==> config.mk <==
export PLATFORM = sky130hd
export DESIGN_NAME = grp_power_seq
export DESIGN_NICKNAME = d
export VERILOG_FILES = /design/src/rtl/grp_power_seq.sv
export SDC_FILE = /design/constraint.sdc
export NUM_CORES = 1
export LEC_CHECK = 0
export ABC_AREA = 1
export ABC_CLOCK_PERIOD_IN_PS = 4400
export BUFFER_PORTS_ARGS = -buffer_cell sky130_fd_sc_hd__buf_2
export CAP_MARGIN = 20
export CELL_PAD_IN_SITES_DETAIL_PLACEMENT = 1
export CELL_PAD_IN_SITES_GLOBAL_PLACEMENT = 1
export CORE_AREA = 3 3 337 339
export DETAILED_ROUTE_END_ITERATION = 7
export DIE_AREA = 0 0 340 342
export PLACE_DENSITY = 0.67
export SLEW_MARGIN = 10
export SYNTH_ARGS = -nofsm -noshare
export SYNTH_HDL_FRONTEND = slang
export SYNTH_SLANG_ARGS = --single-unit
==> constraint.sdc <==
create_clock -name clk -period 4.4 [get_ports clk]
set_input_delay 0.44 -clock clk [delete_from_list [all_inputs] [get_ports clk]]
set_output_delay 0.44 -clock clk [all_outputs]
set_load 0.01 [all_outputs]
==> src/rtl/grp_power_seq.sv <==
module grp_power_seq #(
  parameter int GROUPS      = 15,
  parameter int SAMPLE_W    = 8,
  parameter int ADDR_W      = 12,
  parameter int BASE_ADDR   = 'h401,
  parameter int INIT_FRAMES = 2,
  localparam int IDX_W = $clog2(GROUPS + 1),
  localparam int BUS_W = GROUPS * SAMPLE_W
) (
  input  logic              clk,
  input  logic              rst_n,
  input  logic              frame_strobe,
  input  logic [ADDR_W-1:0] host_addr,
  input  logic              host_we,
  input  logic [7:0]        host_wdata,
  output logic [7:0]        host_rdata,
  input  logic              chan_we,
  input  logic [IDX_W-1:0]  chan_grp,
  output logic              chan_we_ok,
  input  logic [GROUPS-1:0] td_irq_a,
  input  logic [GROUPS-1:0] td_irq_b,
  output logic [GROUPS-1:0] irq_grp,
  output logic [GROUPS-1:0] sel_alaw,
  output logic [GROUPS-1:0] sel_itu,
  output logic [GROUPS-1:0] init_busy,
  output logic [GROUPS-1:0] ec_active,
  input  logic [BUS_W-1:0]  rin_in,
  input  logic [BUS_W-1:0]  sin_in,
  input  logic [BUS_W-1:0]  ec_rout_in,
  input  logic [BUS_W-1:0]  ec_sout_in,
  output logic [BUS_W-1:0]  rout_out,
  output logic [BUS_W-1:0]  sout_out
);
  localparam int CNT_W = $clog2(INIT_FRAMES + 1);
  localparam logic [ADDR_W-1:0] BASE_L = ADDR_W'(BASE_ADDR);
  localparam logic [ADDR_W-1:0] GRP_L  = ADDR_W'(GROUPS);

  logic [ADDR_W-1:0] offs;
  logic              in_range;
  logic              unused_hi;

  assign offs      = host_addr - BASE_L;
  assign in_range  = (host_addr >= BASE_L) && (offs < GRP_L);
  assign unused_hi = ^host_wdata[7:5];

  logic [GROUPS-1:0][4:0] ctrl_q;

  for (genvar g = 0; g < GROUPS; g++) begin : g_grp
    logic              wr_hit;
    logic [4:0]        ctrl_nxt;
    logic              pwr_rise;
    logic              pe_q;
    logic [CNT_W-1:0]  cnt_q;
    logic [SAMPLE_W-1:0] r1_q, r2_q, s1_q, s2_q;

    assign wr_hit   = host_we && in_range && (offs == ADDR_W'(g));
    assign ctrl_nxt = wr_hit ? host_wdata[4:0] : ctrl_q[g];
    assign pwr_rise = ctrl_nxt[0] && !ctrl_q[g][0];

    always_ff @(posedge clk) begin
      if (!rst_n) begin
        ctrl_q[g] <= '0;
        pe_q      <= 1'b0;
        cnt_q     <= '0;
      end else begin
        ctrl_q[g] <= ctrl_nxt;
        if (ctrl_nxt[0])       pe_q <= 1'b1;
        else if (frame_strobe) pe_q <= 1'b0;
        if (pwr_rise)                         cnt_q <= CNT_W'(INIT_FRAMES);
        else if (!ctrl_nxt[0])                cnt_q <= '0;
        else if (frame_strobe && cnt_q != '0) cnt_q <= cnt_q - 1'b1;
      end
    end

    always_ff @(posedge clk) begin
      if (!rst_n) begin
        r1_q <= '0; r2_q <= '0; s1_q <= '0; s2_q <= '0;
      end else if (frame_strobe) begin
        r1_q <= rin_in[g*SAMPLE_W +: SAMPLE_W];
        r2_q <= r1_q;
        s1_q <= sin_in[g*SAMPLE_W +: SAMPLE_W];
        s2_q <= s1_q;
      end
    end

    assign ec_active[g] = pe_q;
    assign init_busy[g] = (cnt_q != '0);
    assign sel_alaw[g]  = ctrl_q[g][1];
    assign sel_itu[g]   = ctrl_q[g][2];
    assign irq_grp[g]   = pe_q && ((td_irq_a[g] && !ctrl_q[g][3]) ||
                                   (td_irq_b[g] && !ctrl_q[g][4]));
    assign rout_out[g*SAMPLE_W +: SAMPLE_W] = pe_q ? ec_rout_in[g*SAMPLE_W +: SAMPLE_W] : r2_q;
    assign sout_out[g*SAMPLE_W +: SAMPLE_W] = pe_q ? ec_sout_in[g*SAMPLE_W +: SAMPLE_W] : s2_q;
  end

  always_comb begin
    host_rdata = 8'h00;
    chan_we_ok = 1'b0;
    for (int g = 0; g < GROUPS; g++) begin
      if (in_range && offs == ADDR_W'(g)) host_rdata = {3'b000, ctrl_q[g]};
      if (chan_grp == IDX_W'(g))          chan_we_ok = chan_we && !init_busy[g];
    end
  end
endmodule

==> impl_results.html, run 1 <==
<table>
<tr><th>Metric</th><th>Value</th></tr>
<tr><th colspan="2">Drt</th></tr>
<tr><td>Wire per inst</td><td>approximately 18 um</td></tr>
<tr><td>Via count</td><td>27.91k</td></tr>
<tr><td>First-pass detailed-route iteration total</td><td>5</td></tr>
<tr><td>Vias per std cell</td><td>~4.4</td></tr>
<tr><td>Detailed-route DRC error count</td><td>0</td></tr>
<tr><td>Iteration-0 DRC Markers</td><td>around 1.3k</td></tr>
<tr><td>Count of nets left with antenna violations after detail routing</td><td>0</td></tr>
<tr><td>Wirelength, routed</td><td>115300 um</td></tr>
<tr><th colspan="2">Clock network</th></tr>
<tr><td>Number of setup buffers added after CTS</td><td>0</td></tr>
<tr><td>Cts bufs inserted</td><td>between 70 and 80</td></tr>
<tr><td>CTS H-tree depth</td><td>3</td></tr>
<tr><td>TritonCTS clock tree</td><td>done</td></tr>
<tr><td>Total clock sinks</td><td>600</td></tr>
<tr><td>Number of hold-repair buffers added at the cts stage</td><td>approximately 190</td></tr>
<tr><td>Count of instances resized after the clock tree is built</td><td>0</td></tr>
<tr><td>CTS max path bufs</td><td>3</td></tr>
<tr><td>Source-to-sink clock delay at the later pin of the worst-skew pair</td><td>between 0.6 and 0.7 ns</td></tr>
<tr><td>CTS root buf</td><td>clkbuf_16</td></tr>
<tr><td>Register clock-pin slew on the reported worst setup and hold paths</td><td>~0.060 ns</td></tr>
<tr><th colspan="2">STA</th></tr>
<tr><td>Tmin final</td><td>between 3 and 4 ns</td></tr>
<tr><td>Worst slew margin</td><td>0.2567</td></tr>
<tr><td>Maximum operating frequency</td><td>about 0.26 GHz</td></tr>
<tr><td>Worst Tran Pin Value</td><td>around 1.1 ns</td></tr>
<tr><td>Final number of hold-violating endpoints</td><td>0</td></tr>
<tr><td>Fin Setup TNS</td><td>0 ns</td></tr>
<tr><td>Final setup violation count</td><td>0</td></tr>
<tr><td>RSZ-0062 raised after global routing</td><td>false</td></tr>
<tr><td>Final worst path period share</td><td>0.8587</td></tr>
<tr><td>Worst clock skew</td><td>about 0.019 ns</td></tr>
<tr><td>Final slew viol count</td><td>0</td></tr>
<tr><th colspan="2">Logic synthesis</th></tr>
<tr><td>Synth Register Bits</td><td>600</td></tr>
<tr><td>Cell taking the most area after synthesis</td><td>dfxtp_1</td></tr>
<tr><td>Share of synthesized area occupied by flip-flops and latches</td><td>0.4599</td></tr>
<tr><td>Area share of the largest cell type after synthesis</td><td>0.4599</td></tr>
<tr><td>Post-synthesis async set-or-reset flop share</td><td>0</td></tr>
<tr><td>Prevailing post-synth register cell</td><td>dfxtp_1</td></tr>
<tr><td>Cell types occupying the most area after synthesis</td><td>dfxtp_1 (46%), nor2_1 (15%), nand2_1 (13%), o21ai_0 (11%), clkbuf_1 (3.0%)</td></tr>
<tr><td>Number of enable-type register cells in the synthesized netlist</td><td>0</td></tr>
<tr><td>Netlist cell types</td><td>between 40 and 50</td></tr>
<tr><td>Number of warnings printed during yosys synthesis</td><td>0</td></tr>
<tr><td>Syn avg cell area</td><td>6.754 um2</td></tr>
<tr><td>Gate count of the mapped netlist</td><td>between 3k and 4k</td></tr>
<tr><td>Synth Cell Area</td><td>approximately 26000 um2</td></tr>
<tr><th colspan="2">Run</th></tr>
<tr><td>Max-cap violation count</td><td>0</td></tr>
<tr><th colspan="2">Worst setup path</th></tr>
<tr><td>Crit path capture type</td><td>primary output</td></tr>
<tr><td>Type of element launching the critical path</td><td>input pin</td></tr>
<tr><td>CP Class</td><td>input pin to primary output</td></tr>
<tr><td>Crit path DAT</td><td>3.34 ns</td></tr>
<tr><td>Maximum fanout along the worst path</td><td>11</td></tr>
<tr><td>Required time reported for the critical path endpoint</td><td>around 4.0 ns</td></tr>
<tr><th colspan="2">Power and ir drop</th></tr>
<tr><td>Power per cell area</td><td>between 300 and 400 nW/um2</td></tr>
<tr><td>Relative contribution of sequential cells to total power</td><td>0.421</td></tr>
<tr><td>Gate power share</td><td>0.107</td></tr>
<tr><td>Share of total power consumed by net switching</td><td>0.2606</td></tr>
<tr><td>P_sw</td><td>around 0.0036 W</td></tr>
<tr><td>Clk network pwr share</td><td>0.472</td></tr>
<tr><td>Maximum ir drop on the vdd rail</td><td>between 0.2 and 0.25 mV</td></tr>
<tr><td>Leak Pwr</td><td>17.37 nW</td></tr>
<tr><td>Internal power contribution</td><td>0.01030 W</td></tr>
<tr><th colspan="2">Global route</th></tr>
<tr><td>Via count of the first global-routing pass</td><td>~29k</td></tr>
<tr><td>Wire length of the first global-routing pass</td><td>approximately 170000 um</td></tr>
<tr><td>Initial antenna violation count</td><td>29</td></tr>
<tr><td>Gr usage total</td><td>0.1899</td></tr>
<tr><td>Largest net degree at the start of global routing</td><td>227</td></tr>
<tr><td>Grt total ovfl</td><td>0</td></tr>
<tr><th colspan="2">Floorplan</th></tr>
<tr><td>Floorplan die area</td><td>~120000 um2</td></tr>
<tr><td>Width of the chip</td><td>~340 um</td></tr>
<tr><td>Overall die height</td><td>between 300 and 400 um</td></tr>
<tr><td>Starting utilization of the core area</td><td>0.2360</td></tr>
<tr><td># rows</td><td>122</td></tr>
<tr><td>Core Box Area</td><td>110700 um2</td></tr>
<tr><td>Num ports</td><td>~860</td></tr>
<tr><th colspan="2">Finish</th></tr>
<tr><td>Final design instance area without fill</td><td>approximately 36000 um2</td></tr>
<tr><td>Fin nets</td><td>approximately 5.3k</td></tr>
<tr><td>Area growth from synthesis to final layout</td><td>37.43%</td></tr>
<tr><td>Fraction of final layout cells sized beyond drive strength 1</td><td>0.2320</td></tr>
<tr><th colspan="2">Hold path</th></tr>
<tr><td>Hold/Removal Path Class</td><td>input pin to flop</td></tr>
<tr><th colspan="2">Place</th></tr>
<tr><td>Sum of net half-perimeters after detailed placement</td><td>a little over 80000 um</td></tr>
<tr><td>Placed cell area</td><td>approximately 31000 um2</td></tr>
<tr><td>Buffers on Ports</td><td>around 860</td></tr>
<tr><td>Global placement routability congestion</td><td>between 0.8 and 0.9</td></tr>
<tr><th colspan="2">Run status</th></tr>
<tr><td>Outcome</td><td>completed</td></tr>
</table>
==> synthesized netlist by cell type, types with 4 or more instances <==
| cell type | count |
|---|---|
| buf_1 | 11 |
| a211oi_1 | 17 |
| dfxtp_1 | 600 |
| or2_2 | 13 |
| nor2_8 | 6 |
| nand2_1 | 884 |
| o21ai_1 | 16 |
| nor4_1 | 4 |
| nand4_1 | 15 |
| buf_4 | 48 |
| nand3_1 | 40 |
| nor2_2 | 19 |
| nand2_2 | 4 |
| inv_2 | 39 |
| o21ai_0 | 553 |
| inv_1 | 165 |
| o21ai_2 | 6 |
| nor2_4 | 10 |
| nor2_1 | 1033 |
| a31oi_1 | 15 |
| ha_1 | 15 |
| clkinv_1 | 19 |
| o22ai_1 | 6 |
| clkbuf_1 | 209 |
| nor3_1 | 7 |
| xor2_1 | 5 |
| a21oi_1 | 80 |
==> stage by stage <==
step	util	instances	hold WS [ns]	setup WS, ns	total power [W]
CTS	0.3238	6293	0.00002559	0.5655	0.01417
global route	0.3242	6304	0.009421	0.2672	0.01462
finish	0.3243	6309	0.04801	0.6217	0.01393
detailed placement	0.2832	5967	0.4524	0.5699	0.007343
global placement	0.2832	5967	0.4432	0.6083	0.007312
floorplan	-	3869	0.4340	1.920	0.006682
==> cell usage in the layout (no fill, tap or decap), drive strengths merged <==
| cell type | n |
|---|---|
| nor4 | 4 |
| o31ai | 1 |
| clkinvlp | 2 |
| buf | 880 |
| a31oi | 15 |
| ha | 15 |
| clkbuf | 115 |
| o311ai | 1 |
| diode | 15 |
| o21ai | 575 |
| or2 | 13 |
| o21a | 3 |
| dfxtp | 600 |
| nand4 | 15 |
| clkinv | 31 |
| xor2 | 5 |
| o211ai | 2 |
| nor3 | 10 |
| a211oi | 17 |
| nand3 | 44 |
| dlygate4sd3 | 185 |
| conb | 3 |
| a32oi | 1 |
| and3 | 2 |
| a21oi | 81 |
| a22oi | 1 |
| nor2 | 1068 |
| o22ai | 6 |
| nand2 | 892 |
| a32o | 1 |
| inv | 213 |
| bufinv | 5 |
==> sequential cells by signal (all words and copies together) (netlist names) <==
name / flops
g_grp.cnt_q: 30
sel_itu: 15
ctrl_q: 45
g_grp.s1_q: 120
sel_alaw: 15
g_grp.r1_q: 120
g_grp.r2_q: 120
g_grp.s2_q: 120
g_grp.pe_q: 15
==> routing by layer <==
layer / part of all wire / vias to the layer above / track usage
met5: 0.0010 / - / 0
met3: 0.059 / 157 / 0.04569
met2: 0.47 / 639 / 0.3214
met1: 0.44 / 13200 / 0.2372
li1: - / 13900 / -
met4: 0.027 / 18 / 0.06067
==> power by group through the flow <==
stage | logic (W) | clock network [W] | registers [W]
detailed placement | 0.00136 | 0 | 0.00599
finish | 0.00149 | 0.00657 | 0.00587
global placement | 0.00134 | 0 | 0.00598
floorplan | 0.000738 | 0 | 0.00594
CTS | 0.00151 | 0.00679 | 0.00587
global route | 0.00168 | 0.00703 | 0.00591
==> logic make-up (layout without fill, tap and decap cells) <==
group / count (synthesis) / after routing / synth area share
and+or+nand+nor: 2048 / 2048 / 0.3129
AOI/OAI and AO/OA: 704 / 704 / 0.1397
DFF: 600 / 600 / 0.4599
buffers and inverters: 494 / 1431 / 0.07847
adders and majority gates: 15 / 15 / 0.007186
xor gates and xnor gates: 5 / 5 / 0.001677
other: 1 / 18 / 0.0001436
==> path summary, 6_finish.rpt <==
| kind | from | endpoint | slack, ns | depth (start not counted) |
|---|---|---|---|---|
| hold reg to reg | g_grp[7].cnt_q[0]$_SDFFE_PP0P_ | g_grp[7].cnt_q[0]$_SDFFE_PP0P_ | 0.46 | 2 |
| hold / removal | rin_in[50] | g_grp[6].r1_q[2]$_SDFFE_PN0P_ | 0.05 | 3 |
| setup reg to reg | g_grp[11].pe_q$_SDFFE_PN0P_ | g_grp[11].pe_q$_SDFFE_PN0P_ | 2.25 | 2 |
| setup / recovery | host_addr[3] | host_rdata[0] | 0.62 | 20 |
==> worst max-delay path, stage by stage <==
cell and delay (ns):
buf_2 0.15, nor2_2 0.21, nand2_4 0.12, nand2_4 0.09
nand3_4 0.23, nor2_2 0.25, nand2_1 0.16, inv_1 0.13
nand2_1 0.05, nand2_1 0.09, nand2_1 0.05, nand2_1 0.08
nand3_1 0.09, nand2_1 0.10, nand4_1 0.10, nand2_1 0.08
nand2_1 0.06, nor2_1 0.12, nand3_1 0.42, buf_2 0.31
==> final cells by class <==
cell class / count / area (um2)
well taps: 1488 / 1862
clock inverters: 26 / 349.1
inverters: 225 / 859.6
multi-input cells: 2775 / 12060
clock buffers: 115 / 2292
flip-flops and latches: 600 / 12010
repair buffers: 1065 / 6419
fillers: 13970 / 74770
diodes: 15 / 37.54
Note: power is estimated with default switching activity, not from simulation.
==> run 2, diff against run 1 <==
Settings changed: ABC_AREA 1 to not set, CORE_AREA 3 3 337 339 to 3 3 339 341, DIE_AREA 0 0 340 342 to 0 0 342 344, PLACE_DENSITY 0.67 to 0.64, SLEW_MARGIN 10 to not set.
==> run 2 against run 1 <==
Compared with the run above:
- die area is 1.2% higher
- combinational power shrank 19%
- worst setup slack improved by 0.080 ns
- first-iteration DRC count down 38%
- non-clock buffer count decreased by 170
- count of clock-buffer cells in the layout is 9 lower
- register-to-register slack better by 0.76 ns
- wire length down 13%
- critical endpoint is now host_rdata[3]
- flip-flop and latch count did not move
==> impl_results.html, run 2 <==
<table>
<tr><th>Metric</th><th>Value</th></tr>
<tr><th colspan="2">Floorplan</th></tr>
<tr><td>Num ports</td><td>863 (unchanged)</td></tr>
<tr><td>Starting utilization of the core area</td><td>0.2466 (+0.01058)</td></tr>
<tr><td># rows</td><td>123 (+0.82%)</td></tr>
<tr><td>Floorplan die area</td><td>117600 um2 (+1.2%)</td></tr>
<tr><td>Width of the chip</td><td>342 um (+0.59%)</td></tr>
<tr><td>Overall die height</td><td>344 um (+0.58%)</td></tr>
<tr><td>Core Box Area</td><td>112200 um2 (+1.4%)</td></tr>
<tr><th colspan="2">Clock network</th></tr>
<tr><td>Source-to-sink clock delay at the later pin of the worst-skew pair</td><td>0.65 ns (about the same)</td></tr>
<tr><td>Number of hold-repair buffers added at the cts stage</td><td>4 (-98%)</td></tr>
<tr><td>CTS max path bufs</td><td>3 (unchanged)</td></tr>
<tr><td>Number of setup buffers added after CTS</td><td>0 (unchanged)</td></tr>
<tr><td>CTS H-tree depth</td><td>3 (unchanged)</td></tr>
<tr><td>CTS root buf</td><td>clkbuf_16</td></tr>
<tr><td>Register clock-pin slew on the reported worst setup and hold paths</td><td>0.06 ns (about the same)</td></tr>
<tr><td>TritonCTS clock tree</td><td>done</td></tr>
<tr><td>Total clock sinks</td><td>600 (unchanged)</td></tr>
<tr><td>Count of instances resized after the clock tree is built</td><td>0 (unchanged)</td></tr>
<tr><td>Cts bufs inserted</td><td>73 (-6.4%)</td></tr>
<tr><th colspan="2">Drt</th></tr>
<tr><td>Vias per std cell</td><td>4.320 (-2.3%)</td></tr>
<tr><td>Iteration-0 DRC Markers</td><td>784 (-38%)</td></tr>
<tr><td>Wirelength, routed</td><td>99890 um (-13%)</td></tr>
<tr><td>First-pass detailed-route iteration total</td><td>4 (-1)</td></tr>
<tr><td>Wire per inst</td><td>20.07 um (+9.8%)</td></tr>
<tr><td>Length of routed wiring on met1</td><td>41570 um (-18%)</td></tr>
<tr><td>WL met2</td><td>49470 um (-9.7%)</td></tr>
<tr><td>Via count</td><td>21.50k (-23%)</td></tr>
<tr><td>Count of nets left with antenna violations after detail routing</td><td>0 (unchanged)</td></tr>
<tr><td>Highest routed metal layer</td><td>met5</td></tr>
<tr><td>Routed length on met3</td><td>6573 um (-3.4%)</td></tr>
<tr><td>Detailed-route DRC error count</td><td>0 (unchanged)</td></tr>
<tr><th colspan="2">Worst setup path</th></tr>
<tr><td>Crit path capture type</td><td>primary output</td></tr>
<tr><td>Cell with the most instances on the worst path</td><td>buf_2</td></tr>
<tr><td>CP Class</td><td>input pin to primary output</td></tr>
<tr><td>Cell-by-cell listing of the critical path</td><td>buf_2, nor4b_2, nand2_1, a2111oi_0, a211oi_1, a221oi_1, o21ai_0, buf_2</td></tr>
<tr><td>Reg-to-reg slack, setup</td><td>3.01 ns (+0.76 ns)</td></tr>
<tr><td>Worst reg2reg endpoint</td><td>g_grp[7].cnt_q[0]$_SDFFE_PP0P_</td></tr>
<tr><td>Depth of the worst register-to-register path</td><td>6 (+4)</td></tr>
<tr><td>Crit path DAT</td><td>3.26 ns (-0.08 ns)</td></tr>
<tr><td>Type of element launching the critical path</td><td>input pin</td></tr>
<tr><td>Crit Reg-Reg Startpoint</td><td>g_grp[7].cnt_q[0]$_SDFFE_PP0P_</td></tr>
<tr><td>Required time reported for the critical path endpoint</td><td>3.96 ns (about the same)</td></tr>
<tr><td>Delay of the slowest critical-path stage</td><td>0.65 ns (+0.23 ns)</td></tr>
<tr><td>Maximum fanout along the worst path</td><td>8 (-3)</td></tr>
<tr><td>Cell at the slowest stage of the critical path</td><td>nor4b_2</td></tr>
<tr><th colspan="2">Finish</th></tr>
<tr><td>Most common cell after layout, fill and taps aside</td><td>buf_2</td></tr>
<tr><td>Most frequent cells in the layout</td><td>buf_2 (854), dfxtp_1 (598), nor2b_1 (563), mux2i_1 (550), mux2_2 (242)</td></tr>
<tr><td>Fin nets</td><td>3961 (-25%)</td></tr>
<tr><td>Fraction of final layout cells sized beyond drive strength 1</td><td>0.3669 (+0.1349)</td></tr>
<tr><td>Area growth from synthesis to final layout</td><td>28.88%</td></tr>
<tr><th colspan="2">STA</th></tr>
<tr><td>Final setup violation count</td><td>0 (unchanged)</td></tr>
<tr><td>Final slew viol count</td><td>0 (unchanged)</td></tr>
<tr><td>Worst Tran Pin Value</td><td>1.014 ns (-0.1009 ns)</td></tr>
<tr><td>Tmin final</td><td>3.698 ns (-0.07995 ns)</td></tr>
<tr><td>RSZ-0062 raised after global routing</td><td>false</td></tr>
<tr><td>Final number of hold-violating endpoints</td><td>0 (unchanged)</td></tr>
<tr><td>Worst clock skew</td><td>0.02962 ns (+0.01093 ns)</td></tr>
<tr><td>Maximum operating frequency</td><td>0.2704 GHz (+2.2%)</td></tr>
<tr><td>Setup slack after layout</td><td>0.7017 ns (+0.07995 ns)</td></tr>
<tr><td>Final worst path period share</td><td>0.8405 (-0.01817)</td></tr>
<tr><td>Worst slew margin</td><td>0.3230 (+0.06634)</td></tr>
<tr><td>Fin Setup TNS</td><td>0 ns (unchanged)</td></tr>
<tr><th colspan="2">Global route</th></tr>
<tr><td>Wire length of the first global-routing pass</td><td>142200 um (-17%)</td></tr>
<tr><td>Via count of the first global-routing pass</td><td>21.86k (-23%)</td></tr>
<tr><td>Gr usage total</td><td>0.1608 (-0.02911)</td></tr>
<tr><td>Largest net degree at the start of global routing</td><td>174 (-23%)</td></tr>
<tr><td>Grt total ovfl</td><td>0 (unchanged)</td></tr>
<tr><td>Initial antenna violation count</td><td>24 (-17%)</td></tr>
<tr><th colspan="2">Hold path</th></tr>
<tr><td>Hold/Removal Path Class</td><td>input pin to flop</td></tr>
<tr><td>Min-delay src</td><td>rin_in[61]</td></tr>
<tr><td>Min-Delay Path Depth</td><td>3 (unchanged)</td></tr>
<tr><td>Min-Delay Endpoint</td><td>g_grp[7].r1_q[5]$_SDFFE_PN0P_</td></tr>
<tr><th colspan="2">Logic synthesis</th></tr>
<tr><td>Number of enable-type register cells in the synthesized netlist</td><td>0 (unchanged)</td></tr>
<tr><td>Synth Register Bits</td><td>600 (unchanged)</td></tr>
<tr><td>Synth Cell Area</td><td>27660 um2 (+5.9%)</td></tr>
<tr><td>Most frequent cell after synthesis</td><td>dfxtp_1</td></tr>
<tr><td>Number of warnings printed during yosys synthesis</td><td>0 (unchanged)</td></tr>
<tr><td>Most numerous cell types in the synthesized netlist</td><td>dfxtp_1 (600), nor2b_1 (563), mux2i_1 (550), mux2_2 (242), clkbuf_1 (122)</td></tr>
<tr><td>Prevailing post-synth register cell</td><td>dfxtp_1</td></tr>
<tr><td>Cell types occupying the most area after synthesis</td><td>dfxtp_1 (43%), mux2i_1 (20%), nor2b_1 (13%), mux2_2 (9.9%), clkbuf_1 (1.7%)</td></tr>
<tr><td>Cell taking the most area after synthesis</td><td>dfxtp_1</td></tr>
<tr><td>Gate count of the mapped netlist</td><td>2665 (-31%)</td></tr>
<tr><td>Share of synthesized area occupied by flip-flops and latches</td><td>0.4342 (-0.02571)</td></tr>
<tr><td>Netlist cell types</td><td>65 (+41%)</td></tr>
<tr><td>Syn avg cell area</td><td>10.38 um2 (+54%)</td></tr>
<tr><td>Post-synthesis async set-or-reset flop share</td><td>0 (unchanged)</td></tr>
<tr><td>Area share of the largest cell type after synthesis</td><td>0.4342 (-0.02571)</td></tr>
<tr><th colspan="2">Place</th></tr>
<tr><td>Sum of net half-perimeters after detailed placement</td><td>76280 um (-8.1%)</td></tr>
<tr><td>Worst slack after detailed placement</td><td>0.8111 ns (+0.2412 ns)</td></tr>
<tr><td>Global placement routability congestion</td><td>0.8624 (-3.2%)</td></tr>
<tr><td>Buffers on Ports</td><td>856 (unchanged)</td></tr>
<tr><th colspan="2">Run status</th></tr>
<tr><td>Outcome</td><td>completed</td></tr>
<tr><th colspan="2">Power and ir drop</th></tr>
<tr><td>Power Total</td><td>0.01313 W (-5.7%)</td></tr>
<tr><td>Power per cell area</td><td>368.3 nW/um2 (-5.1%)</td></tr>
<tr><td>Maximum ir drop on the vdd rail</td><td>0.2971 mV (+24%)</td></tr>
<tr><td>Leak Pwr</td><td>16.65 nW (-4.1%)</td></tr>
<tr><th colspan="2">Run</th></tr>
<tr><td>Max-cap violation count</td><td>0 (unchanged)</td></tr>
</table>
[run 2: changes by cell type in the layout (fill, tap and decap cells not counted), moves of 85 or more]
cell           delta
mux2_2          +242
dlygate4sd3_1   -181
nor2_1          -981
mux2i_1         +550
o21ai_0         -510
nand2_1         -831
inv_1            -85
nor2b_1         +563
[run 2: metal layers]
layer / up-vias / GRT usage
met3: 119 / 0.04610
met4: 10 / 0.04742
met2: 607 / 0.2826
met1: 10240 / 0.1896
li1: 10530 / -
met5: - / 0
[run 2: logic make-up after synthesis]
kind of cell | count (synthesis) | share of synthesized area
buffers and inverters | 309 | 0.04907
other | 1 | 0.0001356
AOI/OAI and AO/OA | 174 | 0.04229
and+or+nand+nor | 758 | 0.1645
xor gates and xnor gates | 15 | 0.004749
muxes | 793 | 0.2983
DFF | 600 | 0.4342
adders and majority gates | 15 | 0.006784
[run 2: how the worst max path moves through the flow]
stage,startpoint,to,slack [ns],cells past startpoint
4_1_cts,host_addr[5],host_rdata[3],0.80,9
6_report,host_addr[11],host_rdata[3],0.70,8
3_5_place_dp,host_addr[5],host_rdata[3],0.81,9
5_1_grt,host_addr[5],host_rdata[3],0.56,9
3_3_place_gp,host_addr[5],host_rdata[3],0.80,9
2_1_floorplan,host_addr[11],host_rdata[2],1.68,7
[run 2: final cells by class]
class                      instances  area (um2)
multi-input combinational       1758       14310
tap                             1500        1877
clock inverter                    26       347.8
antenna                           13       32.53
clock buffer                     106        2121
fill                           12910       76540
inverter                          79       296.5
timing repair buffer             895        4657
sequential                       600       12010
[run 2: where the power goes]
group	internal [W]	total (W)	switching [W]	leakage [nW]
Clock	0.00363	0.00616	0.00254	1.20
Combinational	0.000627	0.00120	0.000575	10.5
Sequential	0.00564	0.00577	0.000124	4.90
[run 2: per-stage QoR]
| stage | util | instances | cell area [um2] | hold slack (ns) |
|---|---|---|---|---|
| finish | 0.3178 | 4977 | 35650 | 0.06167 |
| global route | 0.3176 | 4968 | 35630 | 0.02423 |
| CTS | 0.3175 | 4964 | 35620 | 0.001500 |
| detailed placement | 0.2951 | 4828 | 33110 | 0.4948 |
| global placement | 0.2951 | 4827 | 33110 | 0.4895 |
| floorplan | - | 2667 | 27670 | 0.4438 |
[run 2: worst max-delay path, delay by kind of cell]
family,cells,cell delay (ns)
AND/OR/NAND/NOR,2,1.02
buffers and inverters,2,0.37
AO/OA/AOI/OAI,4,1.42
